**config.mk**
```make
export PLATFORM = sky130hd
export DESIGN_NAME = fsr_ratio_mon
export DESIGN_NICKNAME = d
export VERILOG_FILES = /design/src/rtl/fsr_pkg.sv /design/src/rtl/fsr_edge_sync.sv /design/src/rtl/fsr_rate_meter.sv /design/src/rtl/fsr_ratio_judge.sv /design/src/rtl/fsr_ratio_mon.sv
export SDC_FILE = /design/constraint.sdc
export NUM_CORES = 1
export LEC_CHECK = 0
export ABC_AREA = 1
export BUFFER_PORTS_ARGS = -buffer_cell sky130_fd_sc_hd__buf_4
export CELL_PAD_IN_SITES_DETAIL_PLACEMENT = 1
export CELL_PAD_IN_SITES_GLOBAL_PLACEMENT = 2
export CORE_MARGIN = 2
export CORE_UTILIZATION = 39
export CTS_CLUSTER_DIAMETER = 200
export DETAILED_ROUTE_END_ITERATION = 8
export PLACE_DENSITY_LB_ADDON = 0.1
export SLEW_MARGIN = 20
export SYNTH_ARGS = -nofsm -noshare
export SYNTH_HDL_FRONTEND = slang
export SYNTH_HIERARCHICAL = 1
export SYNTH_SLANG_ARGS = --single-unit
```
**constraint.sdc**
```tcl
create_clock -name clk -period 14.6 [get_ports clk]
set_clock_uncertainty 0.15 [all_clocks]
set_input_delay 2.92 -clock clk [delete_from_list [all_inputs] [get_ports clk]]
set_output_delay 2.92 -clock clk [all_outputs]
set_load 0.01 [all_outputs]
```
**src/rtl/fsr_pkg.sv**
```systemverilog
package fsr_pkg;

  typedef enum logic [1:0] {
    RATE_NONE = 2'b00,
    RATE_8K   = 2'b01,
    RATE_2K   = 2'b10
  } rate_e;

  // Window test: ivl within nom +/- tol percent
  function automatic logic in_band(input int unsigned ivl, input int unsigned nom,
                                   input int unsigned tol);
    return (ivl * 100 >= nom * (100 - tol)) && (ivl * 100 <= nom * (100 + tol));
  endfunction

  function automatic rate_e classify(input int unsigned ivl, input int unsigned nom8,
                                     input int unsigned nom2, input int unsigned tol);
    if (in_band(ivl, nom8, tol)) return RATE_8K;
    if (in_band(ivl, nom2, tol)) return RATE_2K;
    return RATE_NONE;
  endfunction

  // Reference edges per sync period
  function automatic int unsigned expected_count(input logic [1:0] sel, input rate_e r);
    int unsigned base;
    case (sel)
      2'd0:    base = 256;
      2'd1:    base = 193;
      2'd2:    base = 8;
      default: base = 1024;
    endcase
    return (r == RATE_2K) ? base * 4 : base;
  endfunction

endpackage

```
**src/rtl/fsr_edge_sync.sv**
```systemverilog
module fsr_edge_sync (
  input  logic clk,
  input  logic rst_n,
  input  logic d,
  output logic rise
);
  logic [2:0] sh_q;

  always_ff @(posedge clk) begin
    if (!rst_n) sh_q <= '0;
    else        sh_q <= {sh_q[1:0], d};
  end

  assign rise = sh_q[1] & ~sh_q[2];
endmodule

```
**src/rtl/fsr_rate_meter.sv**
```systemverilog
module fsr_rate_meter
  import fsr_pkg::*;
#(
  parameter int unsigned NOM8    = 2500,
  parameter int unsigned NOM2    = 10000,
  parameter int unsigned TOL_PCT = 5,
  parameter int unsigned TIMEOUT = 12000
) (
  input  logic  clk,
  input  logic  rst_n,
  input  logic  sync_rise,
  output logic  period_done,
  output rate_e period_cls,
  output logic  absent_evt
);
  localparam int unsigned CW = $clog2(TIMEOUT + 1);

  logic [CW-1:0] ivl_q;
  logic          armed_q;

  assign absent_evt  = armed_q && !sync_rise && (ivl_q == CW'(TIMEOUT - 1));
  assign period_done = sync_rise && armed_q;
  assign period_cls  = classify(32'(ivl_q) + 32'd1, NOM8, NOM2, TOL_PCT);

  always_ff @(posedge clk) begin
    if (!rst_n) begin
      ivl_q   <= '0;
      armed_q <= 1'b0;
    end else if (sync_rise) begin
      ivl_q   <= '0;
      armed_q <= 1'b1;
    end else begin
      if (ivl_q != CW'(TIMEOUT)) ivl_q <= ivl_q + 1'b1;
      if (absent_evt) armed_q <= 1'b0;
    end
  end
endmodule

```
**src/rtl/fsr_ratio_judge.sv**
```systemverilog
module fsr_ratio_judge
  import fsr_pkg::*;
#(
  parameter int unsigned REF_W     = 13,
  parameter int unsigned GOOD_NEED = 2
) (
  input  logic       clk,
  input  logic       rst_n,
  input  logic       ref_rise,
  input  logic       sync_rise,
  input  logic       period_done,
  input  rate_e      period_cls,
  input  logic       absent_evt,
  input  logic [1:0] ref_sel,
  output rate_e      rate,
  output logic       valid,
  output logic       fail,
  output logic       good_evt,
  output logic       bad_evt
);
  localparam int unsigned GW = $clog2(GOOD_NEED + 1);

  logic [REF_W-1:0] cnt_q;
  logic [GW-1:0]    good_q;
  logic             judged;
  logic [REF_W-1:0] exp_cnt;

  assign exp_cnt  = REF_W'(expected_count(ref_sel, period_cls));
  assign judged   = period_done && (period_cls != RATE_NONE) && (period_cls == rate);
  assign good_evt = judged && (cnt_q == exp_cnt);
  assign bad_evt  = judged && (cnt_q != exp_cnt);

  // Reference edge counter; an edge on the sync cycle opens the new period
  always_ff @(posedge clk) begin
    if (!rst_n)                    cnt_q <= '0;
    else if (sync_rise)            cnt_q <= REF_W'(ref_rise);
    else if (ref_rise && !(&cnt_q)) cnt_q <= cnt_q + 1'b1;
  end

  always_ff @(posedge clk) begin
    if (!rst_n) begin
      rate   <= RATE_NONE;
      valid  <= 1'b0;
      fail   <= 1'b0;
      good_q <= '0;
    end else if (absent_evt) begin
      rate   <= RATE_NONE;
      valid  <= 1'b0;
      good_q <= '0;
    end else if (period_done) begin
      if (period_cls != rate) begin
        rate   <= period_cls;
        valid  <= 1'b0;
        good_q <= '0;
      end else if (good_evt) begin
        if (good_q != GW'(GOOD_NEED)) good_q <= good_q + 1'b1;
        if (32'(good_q) + 1 >= GOOD_NEED) begin
          valid <= 1'b1;
          fail  <= 1'b0;
        end
      end else if (bad_evt) begin
        fail   <= 1'b1;
        valid  <= 1'b0;
        good_q <= '0;
      end
    end
  end
endmodule

```
**src/rtl/fsr_ratio_mon.sv**
```systemverilog
module fsr_ratio_mon
  import fsr_pkg::*;
#(
  parameter int unsigned NOM8      = 2500,
  parameter int unsigned NOM2      = 10000,
  parameter int unsigned TOL_PCT   = 5,
  parameter int unsigned TIMEOUT   = 12000,
  parameter int unsigned REF_W     = 13,
  parameter int unsigned GOOD_NEED = 2
) (
  input  logic       clk,
  input  logic       rst_n,
  input  logic       ref_clk_in,
  input  logic       sync_in,
  input  logic [1:0] ref_sel,
  output logic [1:0] rate_o,
  output logic       valid_o,
  output logic       fail_o
);
  logic  ref_rise, sync_rise;
  logic  period_done, absent_evt, good_evt, bad_evt;
  rate_e period_cls, rate;

  fsr_edge_sync u_ref_sync  (.clk(clk), .rst_n(rst_n), .d(ref_clk_in), .rise(ref_rise));
  fsr_edge_sync u_sync_sync (.clk(clk), .rst_n(rst_n), .d(sync_in),    .rise(sync_rise));

  fsr_rate_meter #(
    .NOM8(NOM8), .NOM2(NOM2), .TOL_PCT(TOL_PCT), .TIMEOUT(TIMEOUT)
  ) u_meter (
    .clk(clk), .rst_n(rst_n), .sync_rise(sync_rise),
    .period_done(period_done), .period_cls(period_cls), .absent_evt(absent_evt)
  );

  fsr_ratio_judge #(.REF_W(REF_W), .GOOD_NEED(GOOD_NEED)) u_judge (
    .clk(clk), .rst_n(rst_n), .ref_rise(ref_rise), .sync_rise(sync_rise),
    .period_done(period_done), .period_cls(period_cls), .absent_evt(absent_evt),
    .ref_sel(ref_sel), .rate(rate), .valid(valid_o), .fail(fail_o),
    .good_evt(good_evt), .bad_evt(bad_evt)
  );

  assign rate_o = rate;
endmodule

```
==> results of run 1 <==
-- registers in the layout, indices dropped and copies added (netlist names) --
register and count:
u_meter/ivl_q 14, u_judge/cnt_q 13, u_ref_sync/sh_q 3, u_sync_sync/sh_q 3, u_judge/good_q 2, u_judge/rate 2, u_judge/fail 1, u_judge/valid 1
u_meter/armed_q 1
-- routing by layer --
layer / share of wire, % / vias to the layer above / track usage, % / wire (µm)
li1: - / 2166 / - / -
met5: 0 / - / 0 / 0
met4: 1.6 / 0 / 6.34 / 190
met1: 52 / 1907 / 29.9 / 6110
met2: 43 / 42 / 33.7 / 4970
met3: 3.4 / 12 / 2.88 / 392
-- power by group through the flow --
stage	clock, µW	combinational (µW)	sequential, µW
6_report	133	33.5	113
5_1_grt	140	38.7	113
4_1_cts	139	33.7	113
3_5_place_dp	0	33.3	116
3_3_place_gp	0	32.7	116
2_1_floorplan	0	25.4	115
-- stage by stage --
stage / power [µW] / worst slack, ps / hold WS (ps)
4_1_cts: 285 / 8550 / 273
6_report: 280 / 8610 / 268
2_1_floorplan: 140 / 9530 / 240
5_1_grt: 292 / 7920 / 291
3_5_place_dp: 149 / 8560 / 254
3_3_place_gp: 148 / 8730 / 253
-- cell type report --
type / instances / area, µm² / area share, %
Multi-Input combinational cell: 504 / 3060 / 64.1
Sequential cell: 40 / 801 / 16.8
Inverter: 133 / 499 / 10.4
Tap cell: 140 / 175 / 3.67
Clock buffer: 5 / 125 / 2.62
Timing Repair Buffer: 9 / 67.6 / 1.41
Clock inverter: 3 / 47.5 / 0.995
-- worst max-delay path: cells and delay by family (launching register included) --
family          cells  cell delay, ps
compound gates      1             120
xor+xnor            2             780
fa+ha+maj           4            1440
buf+inv             5             390
flops               1             490
simple gates       21            2560
-- worst min-delay path by stage --
| stage | start | endpoint | slack, ps | depth (start not counted) |
|---|---|---|---|---|
| after detailed placement | u_sync_sync/sh_q[0] | u_sync_sync/sh_q[1] | 250 | 2 |
| after global placement | u_sync_sync/sh_q[0] | u_sync_sync/sh_q[1] | 250 | 2 |
| after CTS | u_sync_sync/sh_q[0] | u_sync_sync/sh_q[1] | 270 | 2 |
| final | u_sync_sync/sh_q[0] | u_sync_sync/sh_q[1] | 270 | 2 |
| after global routing | u_sync_sync/sh_q[0] | u_sync_sync/sh_q[1] | 290 | 2 |
| after floorplan | u_ref_sync/sh_q[0] | u_ref_sync/sh_q[1] | 240 | 2 |
==> metrics.md, run 1 <==
| Metric | Value |
|---|---|
| Placed Cells | `826` |
| Fill cells | `1489` |
| Core area | `0.0109 mm²` |
| Die area | `0.0121 mm²` |
| Initial antenna violation count | `0` |
| Worst path max stage delay | `490 ps` |
| Mapped Avg Cell Area | `6.45 µm²` |
| CP Max Fanout | `8` |
| HP Class | `flop to flop` |
| First-pass GRT wire length | `20.1 mm` |
| Final nets | `763` |
| Total gr overflow | `0` |
| Critical path class | `flop to flop` |
| Drt drc | `0` |
| Chip width | `110 µm` |
| Total wire length | `11.7 mm` |
| # rows | `38` |
| Starting density of the core | `40.1%` |
| Port Buffers | `9` |
| Syn Inst Count | `681` |
| CTS Root Cell | `clkbuf_16` |
| Pin count of the biggest net entering global routing | `15` |
| Max Cap Violations | `0` |
| Slew @ Worst Pin | `783 ps` |
| CTS tree | `yes` |
| Clock Sinks | `40` |
| Share of cells above drive strength 1 | `8.21%` |
| Via/cell ratio | `4.95` |
| Outcome | `complete, no violations` |
| Sequential fraction of design power | `40.5%` |
| Pre-antenna DRT Iters | `4` |
| Worst EP required | `14690 ps` |
| Endpoint arrival time on the critical path | `6080 ps` |
| # setup viols final | `0` |
| Pins Over Slew Limit | `0` |
| RSZ-0062 raised after global routing | `false` |
| Final Wtd Congestion | `0.845` |
| Reg2Reg Setup Slack | `8610 ps` |
| Synthesis Warnings | `6` |
| All-Layer GR Usage | `21.2%` |
| Post-CTS Resized | `0` |
| Net switching power | `75.4 µW` |
| Critical path launch point type | `flop` |
| Num ports | `10` |
| Die Span Y | `110 µm` |
| Placed Area | `0.00461 mm²` |
| Dpl hpwl | `9.90 mm` |
| Syn Nets | `751` |
| CTS Buffer Depth | `2` |
| RR Endpoint | `u_judge/good_q[1]` |
| Routed Antenna Nets | `0` |
| Sw Share | `26.9%` |
| PwrDens | `58.6 mW/mm²` |
| Initial drt markers | `173` |
| Vias in the first global route | `4313` |
| Fin util | `43.7%` |
| Setup crit start | `u_meter/ivl_q[0]` |
| Maximum VDD drop | `0.0000480 V` |
| Via count | `4127` |
| WL/cell | `14.0 µm` |
| # hold bufs at CTS | `0` |
| ANT cells | `0` |
| Logic pwr share | `12.0%` |
| H-tree Lvls | `2` |
| Commonest non-fill, non-tap cell in the layout | `nand2_1` |
| Most frequent cells in the layout | `nand2_1, inv_1, nor2_1` |
| Final hold vios | `0` |
| Clock power share | `47.6%` |
| Cts bufs inserted | `5` |
| Post-CTS Setup Inserts | `0` |
| R2R Path Start | `u_meter/ivl_q[0]` |
| Final instance area | `0.00478 mm²` |
| CP endpoint | `u_judge/good_q[1]` |
| Skew-Pair Late Insertion Delay | `300 ps` |
| Fmax | `0.167 GHz` |
| Int Pwr | `205 µW` |
| Synthesis-to-finish area growth | `8.83%` |
| Final TNS setup | `0 ps` |
| Max transition margin | `47.3%` |
| CTS clk-pin slew, worst paths | `70 ps` |
| Static leakage | `0.00253 µW` |
| R2R cell count | `33` |
| CP Capture Type | `flop` |
| Final worst path period need | `5990 ps` |
| Fin crit share | `41.0%` |
| Final non-filler cell total | `834` |
| Slowest cell on crit path | `dfxtp_1` |
| Cell Area, Synth | `0.00439 mm²` |
(Power assumes the default switching activity.)
==> inputs of run 2 (changes only) <==
ABC_AREA = 0   (was 1)
CORE_UTILIZATION = 36   (was 39)
clock period = 5.4 ns   (was 14.6 ns; I/O delays follow)
==> run 2 against run 1 <==
  * The run now ends with negative setup slack left
  * Flip-flop and latch count did not move
  * Clock power rose by 110%
  * Final cell count fell by 9.2%
  * Largest cell class unchanged
==> metrics.md, run 2 <==
| Metric | Value |
|---|---|
| Pin count of the biggest net entering global routing | `14 (was 15)` |
| Setup crit start | `u_meter/ivl_q[2] (was u_meter/ivl_q[0])` |
| Final nets | `687 (was 763)` |
| Worst hold stages | `1 (was 2)` |
| Maximum VDD drop | `0.000167 V (was 0.0000480 V)` |
| H-tree Lvls | `2 (unchanged)` |
| Cts bufs inserted | `5 (unchanged)` |
| Multi-input logic area | `0.00376 mm² (was 0.00306 mm²)` |
| Die Span Y | `111 µm (was 110 µm)` |
| Clock Sinks | `40 (unchanged)` |
| Slew @ Worst Pin | `803 ps (was 783 ps)` |
| R2R cell count | `28 (was 33)` |
| Biggest regs | `u_meter/ivl_q: 14 flops, u_judge/cnt_q: 13 flops (unchanged)` |
| Final non-filler cell total | `757 (was 834)` |
| Min-delay src | `u_ref_sync/sh_q[0] (was u_sync_sync/sh_q[0])` |
| Starting density of the core | `37.4% (was 40.1%)` |
| Chip width | `111 µm (was 110 µm)` |
| PwrDens | `114 mW/mm² (was 58.6 mW/mm²)` |
| Initial antenna violation count | `0 (unchanged)` |
| Final Wtd Congestion | `0.882 (was 0.845)` |
| Pre-antenna DRT Iters | `4 (unchanged)` |
| Met3 usage | `3.01% (was 2.88%)` |
| Most frequent cells in the layout | `buf_4, ha_1, dfxtp_1 (was nand2_1, inv_1, nor2_1)` |
| Largest register by flop count | `u_meter/ivl_q (unchanged)` |
| Routed Antenna Nets | `0 (unchanged)` |
| # rows | `38 (unchanged)` |
| HP Class | `flop to flop (unchanged)` |
| Register area | `806 µm² (was 801 µm²)` |
| RSZ-0062 raised after global routing | `true (was false)` |
| Endpoint arrival time on the critical path | `6330 ps (was 6080 ps)` |
| Synthesis-to-finish area growth | `48.3% (was 8.83%)` |
| All-Layer GR Usage | `19.5% (was 21.2%)` |
| Via/cell ratio | `5.33 (was 4.95)` |
| Mapped Avg Cell Area | `8.41 µm² (was 6.45 µm²)` |
| Critical path launch point type | `flop (unchanged)` |
| Num ports | `10 (unchanged)` |
| Fill cells | `1251 (was 1489)` |
| Drt drc | `0 (unchanged)` |
| Slowest cell on crit path | `fa_1 (was dfxtp_1)` |
| Total wire length | `12.7 mm (was 11.7 mm)` |
| Worst Hold End | `u_ref_sync/sh_q[1] (was u_sync_sync/sh_q[1])` |
| WL/cell | `16.7 µm (was 14.0 µm)` |
| First-pass GRT wire length | `20.1 mm (about the same)` |
| Static leakage | `0.00276 µW (was 0.00253 µW)` |
| Final hold vios | `0 (unchanged)` |
| Worst path max stage delay | `500 ps (was 490 ps)` |
| Critical path class | `flop to flop (unchanged)` |
| Worst EP required | `5430 ps (was 14690 ps)` |
| Final worst slack | `-904 ps (was 8610 ps)` |
| Die area | `0.0123 mm² (was 0.0121 mm²)` |
| Met2 GRT Util | `32.9% (was 33.7%)` |
| Met1 Track Usage GR | `26.9% (was 29.9%)` |
| # hold bufs at CTS | `0 (unchanged)` |
| Final worst path period need | `6300 ps (was 5990 ps)` |
| Core area | `0.0110 mm² (was 0.0109 mm²)` |
| Fmax | `0.159 GHz (was 0.167 GHz)` |
| CTS tree | `yes (unchanged)` |
| Via count | `4034 (was 4127)` |
| Worst hold slack | `291 ps (was 268 ps)` |
| Pins Over Slew Limit | `0 (unchanged)` |
| Share of cells above drive strength 1 | `42.3% (was 8.21%)` |
| Port Buffers | `9 (unchanged)` |
| CP Max Fanout | `6 (was 8)` |
| ANT cells | `0 (unchanged)` |
| Skew-Pair Late Insertion Delay | `290 ps (was 300 ps)` |
| Max transition margin | `46.3% (was 47.3%)` |
| Max reg flops | `14 (unchanged)` |
| Max Cap Violations | `0 (unchanged)` |
| Total gr overflow | `0 (unchanged)` |
| Syn Nets | `558 (was 751)` |
| CTS Root Cell | `clkbuf_16 (unchanged)` |
| Syn Inst Count | `488 (was 681)` |
| # setup viols final | `5 (was 0)` |
| Initial drt markers | `153 (was 173)` |
| Cell Area, Synth | `0.00410 mm² (was 0.00439 mm²)` |
| R2R Path Start | `u_meter/ivl_q[2] (was u_meter/ivl_q[0])` |
| Fin crit share | `117% (was 41.0%)` |
| Dpl hpwl | `9.54 mm (was 9.90 mm)` |
| Commonest non-fill, non-tap cell in the layout | `buf_4 (was nand2_1)` |
| RR Endpoint | `u_judge/fail (was u_judge/good_q[1])` |
| Placed Cells | `726 (was 826)` |
| CTS clk-pin slew, worst paths | `60 ps (was 70 ps)` |
| CTS Buffer Depth | `2 (unchanged)` |
| Vias in the first global route | `4103 (was 4313)` |
| Failing checks | `negative setup slack` |
| Reg2Reg Setup Slack | `-900 ps (was 8610 ps)` |
| Synthesis Warnings | `6 (unchanged)` |
| Outcome | `complete, but fails checks (was complete, no violations)` |
| CP Capture Type | `flop (unchanged)` |
| GRT Max-Usage Layer | `met2 (unchanged)` |
## run 2: what timing repair did
| action | in CTS | in global routing |
|---|---|---|
| endpoints found under the setup margin | 6 | 6 |
| pin swaps | 54 | 23 |
| buffers inserted | 11 | 15 |
| resized for setup | 64 | 50 |
## run 2: worst max-delay path, delay by kind of cell, from the launching register on
kind	cells	cell delay (ps)
AO/OA/AOI/OAI	9	1810
adder cells (fa/ha/maj)	4	1300
AND/OR/NAND/NOR	9	1900
flip-flops	1	340
buffers and inverters	5	520
XOR/XNOR	1	170
## run 2: worst max-delay path by stage
stage | to | slack, ps | cells past startpoint
global route | u_judge/fail | -1150 | 28
CTS | u_judge/valid | -670 | 27
floorplan | u_judge/good_q[1] | -620 | 26
detailed placement | u_judge/good_q[1] | -1140 | 28
global placement | u_judge/good_q[1] | -910 | 26
finish | u_judge/fail | -900 | 28
## run 2: cell type report
cell class / count / share of cell area, %
Multi-Input combinational cell: 398 / 61.7
Timing Repair Buffer: 134 / 17.5
Sequential cell: 40 / 13.2
Tap cell: 140 / 2.88
Inverter: 38 / 2.34
Clock buffer: 5 / 2.06
Clock inverter: 2 / 0.206
## run 2: power by group
part	leakage, µW	internal, µW	switching [µW]
clock network	0.0000657	168	118
logic	0.00237	46.4	56.1
registers	0.000326	300	3.15
total	0.00276	514	177
## run 2: routing by layer
metal,routed length [µm],vias to the layer above
met2,6220,24
met4,99,0
met3,171,13
li1,-,2013
met5,0,-
met1,6180,1984
## run 2: metrics by stage
step                TNS [ps]  setup slack [ps]  power, µW  area, µm²  util, %
floorplan              -2110              -623        370       4220        -
finish                 -3500              -904        691       6090     55.4
detailed placement     -4400             -1140        408       5150     46.9
global placement       -3430              -906        404       5150     46.9
CTS                    -2390              -667        696       5680     51.7
global route           -4810             -1150        722       6090     55.4
==> inputs of run 3 (changes only) <==
RECOVER_POWER = 100   (was unset)
==> run 3 against run 2 <==
  * The run still ends with negative setup slack left
  * Worst hold slack about the same
  * Wire length up 0.12%
  * Utilization down 0.24 points
  * Critical path depth unchanged
  * First-iteration DRC count down 2.0%
  * Clock-buffer cell count unchanged
  * Fmax about the same
  * Largest power group unchanged
  * Highest routed layer unchanged
==> metrics.md, run 3 (synthesis results as in run 2) <==
| Metric | Value |
|---|---|
| Dpl hpwl | `9.54 mm (unchanged)` |
| # rows | `38 (unchanged)` |
| CTS clk-pin slew, worst paths | `60 ps (about the same)` |
| HP Class | `flop to flop (unchanged)` |
| Biggest regs | `u_meter/ivl_q: 14 flops, u_judge/cnt_q: 13 flops (unchanged)` |
| Fmax | `0.159 GHz (about the same)` |
| Synthesis-to-finish area growth | `47.7% (was 48.3%)` |
| All-Layer GR Usage | `19.5% (unchanged)` |
| Starting density of the core | `37.4% (unchanged)` |
| CP Max Fanout | `6 (unchanged)` |
| Share of cells above drive strength 1 | `41.3% (was 42.3%)` |
| Final non-filler cell total | `757 (unchanged)` |
| RSZ-0062 raised after global routing | `true (unchanged)` |
| Pre-antenna DRT Iters | `4 (unchanged)` |
| Drt drc | `0 (unchanged)` |
| Sw Share | `25.7% (was 25.6%)` |
| Die Span Y | `111 µm (unchanged)` |
| Final worst slack | `-906 ps (was -904 ps)` |
| # setup viols final | `5 (unchanged)` |
| Commonest non-fill, non-tap cell in the layout | `buf_4 (unchanged)` |
| Final Wtd Congestion | `0.882 (unchanged)` |
| Final nets | `687 (unchanged)` |
| Overall power | `690 µW (was 691 µW)` |
| Via/cell ratio | `5.34 (was 5.33)` |
| Failing checks | `negative setup slack (unchanged)` |
| Largest register by flop count | `u_meter/ivl_q (unchanged)` |
| Reg2Reg Setup Slack | `-910 ps (was -900 ps)` |
| Pin count of the biggest net entering global routing | `14 (unchanged)` |
| Static leakage | `0.00274 µW (was 0.00276 µW)` |
| Max reg flops | `14 (unchanged)` |
| Initial antenna violation count | `0 (unchanged)` |
| CTS tree | `yes (unchanged)` |
| Total gr overflow | `0 (unchanged)` |
| Cts bufs inserted | `5 (unchanged)` |
| Critical path launch point type | `flop (unchanged)` |
| Worst path max stage delay | `500 ps (about the same)` |
| Port Buffers | `9 (unchanged)` |
| H-tree Lvls | `2 (unchanged)` |
| PwrDens | `114 mW/mm² (about the same)` |
| Total wire length | `12.7 mm (about the same)` |
| Die area | `0.0123 mm² (unchanged)` |
| CTS Buffer Depth | `2 (unchanged)` |
| Net switching power | `177 µW (about the same)` |
| Most frequent cells in the layout | `buf_4, ha_1, dfxtp_1 (unchanged)` |
| Core area | `0.0110 mm² (unchanged)` |
| Critical path class | `flop to flop (unchanged)` |
| Placed Cells | `726 (unchanged)` |
| Int Pwr | `513 µW (was 514 µW)` |
| Final worst path period need | `6310 ps (was 6300 ps)` |
| Vias in the first global route | `4103 (unchanged)` |
| Maximum VDD drop | `0.000167 V (about the same)` |
| Sequential fraction of design power | `43.9% (about the same)` |
| Fin util | `55.2% (was 55.4%)` |
| Final TNS setup | `-3500 ps (about the same)` |
| Chip width | `111 µm (unchanged)` |
| Final hold vios | `0 (unchanged)` |
| Endpoint arrival time on the critical path | `6330 ps (about the same)` |
| Outcome | `complete, but fails checks (unchanged)` |
| ANT cells | `0 (unchanged)` |
| Logic pwr share | `14.8% (about the same)` |
| Via count | `4041 (was 4034)` |
| Num ports | `10 (unchanged)` |
| Skew-Pair Late Insertion Delay | `290 ps (about the same)` |
| CTS Root Cell | `clkbuf_16 (unchanged)` |
| Fin crit share | `117% (about the same)` |
| Initial drt markers | `150 (was 153)` |
| Max Cap Violations | `0 (unchanged)` |
| First-pass GRT wire length | `20.1 mm (unchanged)` |
| Slowest cell on crit path | `fa_1 (unchanged)` |
| Routed Antenna Nets | `0 (unchanged)` |
| Max transition margin | `46.5% (was 46.3%)` |
| Clock power share | `41.3% (about the same)` |
| Worst EP required | `5430 ps (about the same)` |
| # hold bufs at CTS | `0 (unchanged)` |
| Pins Over Slew Limit | `0 (unchanged)` |
| CP Capture Type | `flop (unchanged)` |
| Slew @ Worst Pin | `800 ps (was 803 ps)` |
| WL/cell | `16.8 µm (was 16.7 µm)` |
| Clock Sinks | `40 (unchanged)` |
==> run 3: cell count changes in the layout (fill, tap and decap cells not counted) <==
cell      change
clkbuf_4      +1
and2_1        -4
and2_0        +4
buf_4         -6
clkbuf_1      +5
o41ai_1       +1
o41ai_2       -1
==> run 3: layout make-up <==
class / count / area (µm²)
fill: 1253 / 4920
multi-input combinational: 398 / 3750
timing repair buffer: 134 / 1050
sequential: 40 / 806
tap: 140 / 175
inverter: 38 / 143
clock buffer: 5 / 125
clock inverter: 2 / 12.5
==> run 3: critical path, delay by kind of cell, from the launching register on <==
family | cells | cell delay, ps
AOI/OAI and AO/OA | 9 | 1810
xor gates and xnor gates | 1 | 170
adders and majority gates | 4 | 1300
buffers and inverters | 5 | 520
DFF | 1 | 340
and+or+nand+nor | 9 | 1910
==> run 3: final timing paths <==
| kind | depth (start not counted) | start | to |
|---|---|---|---|
| max | 28 | u_meter/ivl_q[2] | u_judge/fail |
| min | 1 | u_ref_sync/sh_q[0] | u_ref_sync/sh_q[1] |
| min reg2reg | 1 | u_ref_sync/sh_q[0] | u_ref_sync/sh_q[1] |
| max reg2reg | 28 | u_meter/ivl_q[2] | u_judge/fail |
==> run 3: power groups by stage <==
stage | Clock [µW] | Combinational [µW] | Sequential, µW
floorplan | 0 | 60.4 | 310
global placement | 0 | 95.3 | 309
detailed placement | 0 | 98.3 | 309
CTS | 292 | 101 | 303
global route | 305 | 113 | 304
finish | 285 | 102 | 303
==> run 3: what timing repair did <==
| item | CTS | global route |
|---|---|---|
| resized for setup | 64 | 50 |
| endpoints found under the hold margin | 0 | 0 |
| setup endpoints to repair | 6 | 6 |
| pin swaps | 54 | 23 |
| buffers inserted | 11 | 15 |
==> run 3: metrics by stage <==
step / area (µm²) / worst slack [ps] / hold WS, ps
floorplan: 4220 / -623 / 262
global placement: 5150 / -906 / 266
detailed placement: 5150 / -1140 / 281
CTS: 5680 / -667 / 295
global route: 6060 / -1150 / 306
finish: 6060 / -906 / 291
==> run 3: layer usage <==
layer,vias up,global-route usage [%],wire length [µm]
met3,13,3.01,198
met2,32,32.9,6240
li1,2014,-,-
met4,0,2.92,99
met5,-,0,0
met1,1982,26.9,6150
